## src/rtl/esc_pkg.sv

```systemverilog
package esc_pkg;
  localparam logic [7:0] ESC_BYTE = 8'hA5;
  localparam int NUM_CMDS = 5;
  localparam int WORD_W = 16;

  typedef enum logic [2:0] {
    CMD_RESET   = 3'd0,
    CMD_TRIGGER = 3'd1,
    CMD_ARM     = 3'd2,
    CMD_CLKMGR  = 3'd3,
    CMD_START   = 3'd4
  } cmd_idx_e;
endpackage

```

## src/rtl/esc_unescape.sv

```systemverilog
module esc_unescape
  import esc_pkg::*;
(
  input  logic       clk,
  input  logic       rst_n,
  input  logic       rx_valid,
  input  logic [7:0] rx_byte,
  output logic       byte_valid,
  output logic [7:0] byte_out,
  output logic       cmd_valid,
  output logic [3:0] cmd_code,
  output logic       resync
);
  localparam logic [7:0] CMD_LIMIT = 8'(NUM_CMDS * 2);

  logic esc_q, esc_d;

  always_comb begin
    esc_d      = esc_q;
    byte_valid = 1'b0;
    byte_out   = rx_byte;
    cmd_valid  = 1'b0;
    cmd_code   = rx_byte[3:0];
    resync     = 1'b0;
    if (rx_valid) begin
      if (esc_q) begin
        esc_d = 1'b0;
        if (rx_byte == ESC_BYTE)       byte_valid = 1'b1;
        else if (rx_byte < CMD_LIMIT)  cmd_valid  = 1'b1;
        else                           resync     = 1'b1;
      end else if (rx_byte == ESC_BYTE) begin
        esc_d = 1'b1;
      end else begin
        byte_valid = 1'b1;
      end
    end
  end

  always_ff @(posedge clk or negedge rst_n) begin
    if (!rst_n) esc_q <= 1'b0;
    else        esc_q <= esc_d;
  end
endmodule

```

## src/rtl/esc_cmd_regs.sv

```systemverilog
module esc_cmd_regs
  import esc_pkg::*;
(
  input  logic                clk,
  input  logic                rst_n,
  input  logic                cmd_valid,
  input  logic [3:0]          cmd_code,
  output logic [NUM_CMDS-1:0] cmd_level
);
  logic [NUM_CMDS-1:0] lvl_q, lvl_d;
  cmd_idx_e idx;

  assign idx = cmd_idx_e'(cmd_code[3:1]);

  always_comb begin
    lvl_d = lvl_q;
    if (cmd_valid) begin
      if (idx == CMD_RESET) lvl_d = '0;
      lvl_d[idx] = ~cmd_code[0];
    end
  end

  always_ff @(posedge clk or negedge rst_n) begin
    if (!rst_n)         lvl_q <= '0;
    else if (cmd_valid) lvl_q <= lvl_d;
  end

  assign cmd_level = lvl_q;


  level_hold_chk: assert property (@(posedge clk) disable iff (!rst_n)
    !cmd_valid |=> $stable(cmd_level));

  reset_clears_chk: assert property (@(posedge clk) disable iff (!rst_n)
    (cmd_valid && cmd_code[3:1] == 3'd0) |=> (cmd_level[NUM_CMDS-1:1] == '0));

  enable_sets_chk: assert property (@(posedge clk) disable iff (!rst_n)
    (cmd_valid && !cmd_code[0]) |=> cmd_level[$past(cmd_code[3:1])]);
endmodule

```

## src/rtl/esc_pkt_parser.sv

```systemverilog
module esc_pkt_parser
  import esc_pkg::*;
#(
  parameter int BOARD_W  = 4,
  parameter int NUM_DACS = 3,
  localparam int DAC_OUT_W = $clog2(NUM_DACS)
) (
  input  logic                 clk,
  input  logic                 rst_n,
  input  logic                 clear,
  input  logic                 byte_valid,
  input  logic [7:0]           byte_in,
  input  logic [BOARD_W-1:0]   board_id,
  output logic                 wr_en,
  output logic [DAC_OUT_W-1:0] wr_dac,
  output logic [WORD_W-1:0]    wr_addr,
  output logic [WORD_W-1:0]    wr_data
);
  localparam logic [3:0] DAC_LIMIT = 4'(NUM_DACS);

  logic              in_data_q, in_data_d;
  logic [1:0]        hdr_idx_q, hdr_idx_d;
  logic              hi_q, hi_d;
  logic [7:0]        lo_q, lo_d;
  logic [WORD_W-1:0] tgt_q, tgt_d, addr_q, addr_d, end_q, end_d;
  logic              wen_d;
  logic [WORD_W-1:0] waddr_q, waddr_d, wdata_q, wdata_d;
  logic [DAC_OUT_W-1:0] wdac_q, wdac_d;
  logic              wen_q;
  logic [WORD_W-1:0] word;
  logic              target_ok;

  assign word      = {byte_in, lo_q};
  assign target_ok = (tgt_q[4 +: BOARD_W] == board_id) && (tgt_q[3:0] < DAC_LIMIT);

  always_comb begin
    in_data_d = in_data_q;
    hdr_idx_d = hdr_idx_q;
    hi_d      = hi_q;
    lo_d      = lo_q;
    tgt_d     = tgt_q;
    addr_d    = addr_q;
    end_d     = end_q;
    wen_d     = 1'b0;
    waddr_d   = waddr_q;
    wdata_d   = wdata_q;
    wdac_d    = wdac_q;
    if (clear) begin
      in_data_d = 1'b0;
      hdr_idx_d = 2'd0;
      hi_d      = 1'b0;
    end else if (byte_valid) begin
      if (!hi_q) begin
        lo_d = byte_in;
        hi_d = 1'b1;
      end else begin
        hi_d = 1'b0;
        if (!in_data_q) begin
          case (hdr_idx_q)
            2'd0:    tgt_d  = word;
            2'd1:    addr_d = word;
            default: begin
              end_d     = word;
              in_data_d = 1'b1;
            end
          endcase
          hdr_idx_d = (hdr_idx_q == 2'd2) ? 2'd0 : hdr_idx_q + 2'd1;
        end else begin
          wen_d   = target_ok;
          waddr_d = addr_q;
          wdata_d = word;
          wdac_d  = tgt_q[DAC_OUT_W-1:0];
          addr_d  = addr_q + 1'b1;
          if (addr_q == end_q) in_data_d = 1'b0;
        end
      end
    end
  end

  always_ff @(posedge clk or negedge rst_n) begin
    if (!rst_n) begin
      in_data_q <= 1'b0;
      hdr_idx_q <= 2'd0;
      hi_q      <= 1'b0;
      lo_q      <= '0;
      tgt_q     <= '0;
      addr_q    <= '0;
      end_q     <= '0;
      wen_q     <= 1'b0;
      waddr_q   <= '0;
      wdata_q   <= '0;
      wdac_q    <= '0;
    end else begin
      in_data_q <= in_data_d;
      hdr_idx_q <= hdr_idx_d;
      hi_q      <= hi_d;
      lo_q      <= lo_d;
      tgt_q     <= tgt_d;
      addr_q    <= addr_d;
      end_q     <= end_d;
      wen_q     <= wen_d;
      waddr_q   <= waddr_d;
      wdata_q   <= wdata_d;
      wdac_q    <= wdac_d;
    end
  end

  assign wr_en   = wen_q;
  assign wr_addr = waddr_q;
  assign wr_data = wdata_q;
  assign wr_dac  = wdac_q;


  single_strobe_chk: assert property (@(posedge clk) disable iff (!rst_n)
    wr_en |=> !wr_en);

  idle_no_write_chk: assert property (@(posedge clk) disable iff (!rst_n)
    !byte_valid |=> !wr_en);
endmodule

```

## src/rtl/esc_cmd_decoder.sv

```systemverilog
module esc_cmd_decoder
  import esc_pkg::*;
#(
  parameter int BOARD_W  = 4,
  parameter int NUM_DACS = 3,
  localparam int DAC_OUT_W = $clog2(NUM_DACS)
) (
  input  logic                 clk,
  input  logic                 rst_n,
  input  logic                 rx_valid,
  input  logic [7:0]           rx_byte,
  input  logic [BOARD_W-1:0]   board_id,
  output logic [NUM_CMDS-1:0]  cmd_level,
  output logic                 wr_en,
  output logic [DAC_OUT_W-1:0] wr_dac,
  output logic [WORD_W-1:0]    wr_addr,
  output logic [WORD_W-1:0]    wr_data
);
  logic       byte_valid, cmd_valid, resync, parser_clear;
  logic [7:0] byte_val;
  logic [3:0] cmd_code;

  esc_unescape u_unesc (
    .clk, .rst_n, .rx_valid, .rx_byte,
    .byte_valid, .byte_out(byte_val), .cmd_valid, .cmd_code, .resync
  );

  esc_cmd_regs u_cmds (
    .clk, .rst_n, .cmd_valid, .cmd_code, .cmd_level
  );

  assign parser_clear = resync || (cmd_valid && cmd_code[3:1] == 3'd0);

  esc_pkt_parser #(.BOARD_W(BOARD_W), .NUM_DACS(NUM_DACS)) u_parse (
    .clk, .rst_n, .clear(parser_clear), .byte_valid, .byte_in(byte_val),
    .board_id, .wr_en, .wr_dac, .wr_addr, .wr_data
  );
endmodule

```

## config.mk

```make
export PLATFORM = sky130hd
export DESIGN_NAME = esc_cmd_decoder
export DESIGN_NICKNAME = d
export VERILOG_FILES = /design/src/rtl/esc_pkg.sv /design/src/rtl/esc_unescape.sv /design/src/rtl/esc_cmd_regs.sv /design/src/rtl/esc_pkt_parser.sv /design/src/rtl/esc_cmd_decoder.sv
export SDC_FILE = /design/constraint.sdc
export NUM_CORES = 1
export LEC_CHECK = 0
export BUFFER_PORTS_ARGS = -buffer_cell sky130_fd_sc_hd__buf_2
export CAP_MARGIN = 20
export CORE_MARGIN = 1
export CORE_UTILIZATION = 52
export DETAILED_ROUTE_END_ITERATION = 16
export PLACE_DENSITY_LB_ADDON = 0.3
export REMOVE_ABC_BUFFERS = 1
export SLEW_MARGIN = 25
export SYNTH_ARGS = -nofsm -noshare
export SYNTH_HDL_FRONTEND = slang
export SYNTH_SLANG_ARGS = --single-unit
```

## constraint.sdc

```tcl
create_clock -name clk -period 2.2 [get_ports clk]
set_clock_uncertainty 0.1 [all_clocks]
set_input_delay 0.11 -clock clk [delete_from_list [all_inputs] [get_ports clk]]
set_output_delay 0.11 -clock clk [all_outputs]
set_load 0.02 [all_outputs]
```

==> flow_summary.ini <==
[detailed_routing]
wl_met2_um = 4610
drc = 0
dr_total_vias = 3222
dr_wl_met3_um = 500
viasPerCell = 5.84
maxUsedRoutingLayer = met4
first_iter_violations = 296
dr.pass1.iters = 4
met1_length_um = 4520
postRouteAntennaNets = 0
wirelength_um = 9830
avgRoutedWirePerCell_um = 17.8

[timing]
setup_viol = 0
tightest_slew_ps = 610
finalCriticalPeriod_ps = 2120
rsz0062_at_grt = no
fin_crit_sh = 0.965
hold_viol = 0
max_slew_margin = 0.593
drv_slew = 0
max_freq_mhz = 471

[clocking]
cts_buffer_depth = 2
cts-root-buf = clkbuf_8
cts-resized-gates = 0
h-tree-depth = 3
clock-sinks = 93
clk_latency_ps = 370
cts_tree = yes
cts_made_buffers = 9
postCtsSetupBuffers = 0
path_clk_slew_ps = 90

[synthesis]
postSynthCellCount = 365
synthFlopType = dfrtp_1
yosys.area.top_type = dfrtp_1
synth_warnings = 0
yosysSeqAreaShare = 0.534
synth_edf_count = 0
syn_avg_cell_area_um2 = 11.9
yosysUniqueCellTypes = 38
syn_area_um2 = 4360
netlist_top_cells_area = dfrtp_1 (53%), mux2_2 (17%), xor2_1 (3.4%), a21oi_1 (2.5%), a211oi_1 (2.4%)
yosysTopAreaCellShare = 0.534
ys_seq_elements = 93
synthArstFlopShare = 1.00

[outcome]
outcome = finished, final reports clean

[die]
dieArea_um2 = 8750
core_area_um2 = 8180
rows = 33
die_x_um = 93.5
initial_core_util = 0.533
dieHeight_um = 93.5
ios = 55

[power]
p_leak_nw = 2.35
finalPower_mw = 6.89
power.density_nw_per_um2 = 1330
peakVddDrop_v = 0.000872

[global_route]
antenna_found_initial = 0
grt_pass1_wl_um = 16000
track_usage = 0.243
grt_pass1_vias = 3174
grt_max_degree = 49
gr-total-overflow = 0

[hold_path]
hold_path.class = in2reg

[placement]
portBuffers = 54
gp_congestion = 0.824
place_inst = 534
dp_hpwl_um = 6890

[cells_and_area]
final_nets = 459
area_growth_pct = 18.7
layout-drive-gt1-share = 0.400
final_cells = 552
antenna_cells = 0

[worst_setup_path]
cp_cell_sequence = inv_1 -> ha_1 -> nand3_1 -> or4_1 -> nor2_2 -> buf_4 -> mux2_2
end_kind = register
cp_slowest_cell = or4_1
required_ps = 2350
arrival_ps = 2270
cpPeakStageDelay_ps = 460
start_kind = register
critPathTopFamily = simple AND/OR/NAND/NOR gates
crit_type = reg2reg
reg2reg_slack_ps = 80
worst-path-max-fanout = 8
crit_buf_inv = 2

[job]
maxCapViolCount = 0
-- synthesized netlist by cell type, types with 3 or more instances --
master / n
a211oi_1: 14
a21oi_1: 22
a31o_2: 4
a31oi_1: 4
and2_1: 4
and3_1: 7
and4_1: 4
buf_2: 5
clkbuf_1: 18
dfrtp_1: 93
inv_1: 3
mux2_2: 64
nand2_1: 10
nand3_1: 14
nand4_1: 5
nor2_1: 9
nor3_1: 17
nor4_1: 4
o21ai_0: 8
o22ai_1: 9
o31ai_1: 3
o41ai_1: 3
xnor2_1: 4
xor2_1: 17
-- area by class of cell --
type                    count  area, µm²
fillers                   640       3010
clock buffers              12        155
inverters                   4       15.0
clock inverters             4       30.0
repair buffers             90        598
flip-flops and latches     93       2330
well taps                 105        131
multi-input cells         244       1910
-- flip-flops by register name (all words and copies together), names as in the netlist --
| name | cells |
|---|---|
| u_parse.addr_q | 16 |
| u_parse.end_q | 16 |
| u_parse.wr_addr | 16 |
| u_parse.wr_data | 16 |
| u_parse.lo_q | 8 |
| u_parse.tgt_q | 8 |
| u_cmds.cmd_level | 5 |
| u_parse.hdr_idx_q | 2 |
| u_parse.wr_dac | 2 |
| u_parse.hi_q | 1 |
| u_parse.in_data_q | 1 |
| u_parse.wr_en | 1 |
| u_unesc.esc_q | 1 |
-- worst paths after layout --
kind                            cells after the start             endpoint               start
worst max-delay path                                7     u_parse.tgt_q[2]       u_unesc.esc_q
worst min-delay path                                3  u_cmds.cmd_level[0]          rx_byte[1]
worst max register to register                      7     u_parse.tgt_q[2]       u_unesc.esc_q
worst min register to register                      1   u_parse.wr_addr[9]  u_parse.wr_addr[9]
max in group asynchronous                           3     u_parse.end_q[2]               rst_n
min in group asynchronous                           2  u_parse.wr_addr[13]               rst_n
-- layer usage --
metal  up-vias  global-route usage
met5         -                   0
met4         0               0.114
met3        19              0.0333
met2        92               0.374
met1      1598               0.340
li1       1513                   -
-- stage by stage --
stage	cell area [µm²]	hold WS [ps]	worst slack, ps	utilization	TNS [ps]
detailed placement	4960	57.4	-125	0.607	-4910
finish	5170	34.6	77.1	0.632	0
global route	5170	43.6	10.6	0.632	0
CTS	5170	29.7	62.4	0.632	0
global placement	4960	58.7	-80.5	0.607	-2980
floorplan	4250	-286	-1010	-	-34400
-- kinds of logic (layout without fill, tap and decap cells) --
family	after synthesis	in the layout	synth area share
xor+xnor	21	21	0.0422
flops	93	93	0.534
buf+inv	28	110	0.0273
fa+ha+maj	2	2	0.00574
mux	67	67	0.173
simple gates	83	83	0.111
compound gates	71	71	0.106
-- cells in the final DEF (no fill, tap or decap), types with 3 or more instances in the layout --
cell      instances
nor2_1            9
xor2_1           17
o31ai_1           3
o41ai_1           3
dfrtp_1          93
nand4_1           5
clkbuf_8         11
o22ai_1           9
nand3_1          14
a21oi_1          21
nand2_1          10
and2_1            4
nor3_1           17
buf_2            53
and3_1            7
a31oi_1           4
a211oi_1         14
inv_1             3
nor4_1            4
and4_1            4
xnor2_1           4
buf_12            4
a31o_2            4
buf_4            31
mux2_2           64
o21ai_0           8
-- what timing repair did --
action	in CTS	in global routing
setup endpoints to repair	0	7
hold buffers	2	0
hold endpoints to repair	46	0
-- worst min-delay path, cell delays in order --
cell,delay [ps]
buf_2,120
buf_4,150
o41ai_1,80
-- power by group --
| group | internal [mW] | total [mW] | switching [mW] |
|---|---|---|---|
| sequential | 2.45 | 3.15 | 0.696 |
| combinational | 1.33 | 2.67 | 1.34 |
| clock | 0.480 | 1.08 | 0.601 |
Power figures use the tool's default switching activity.
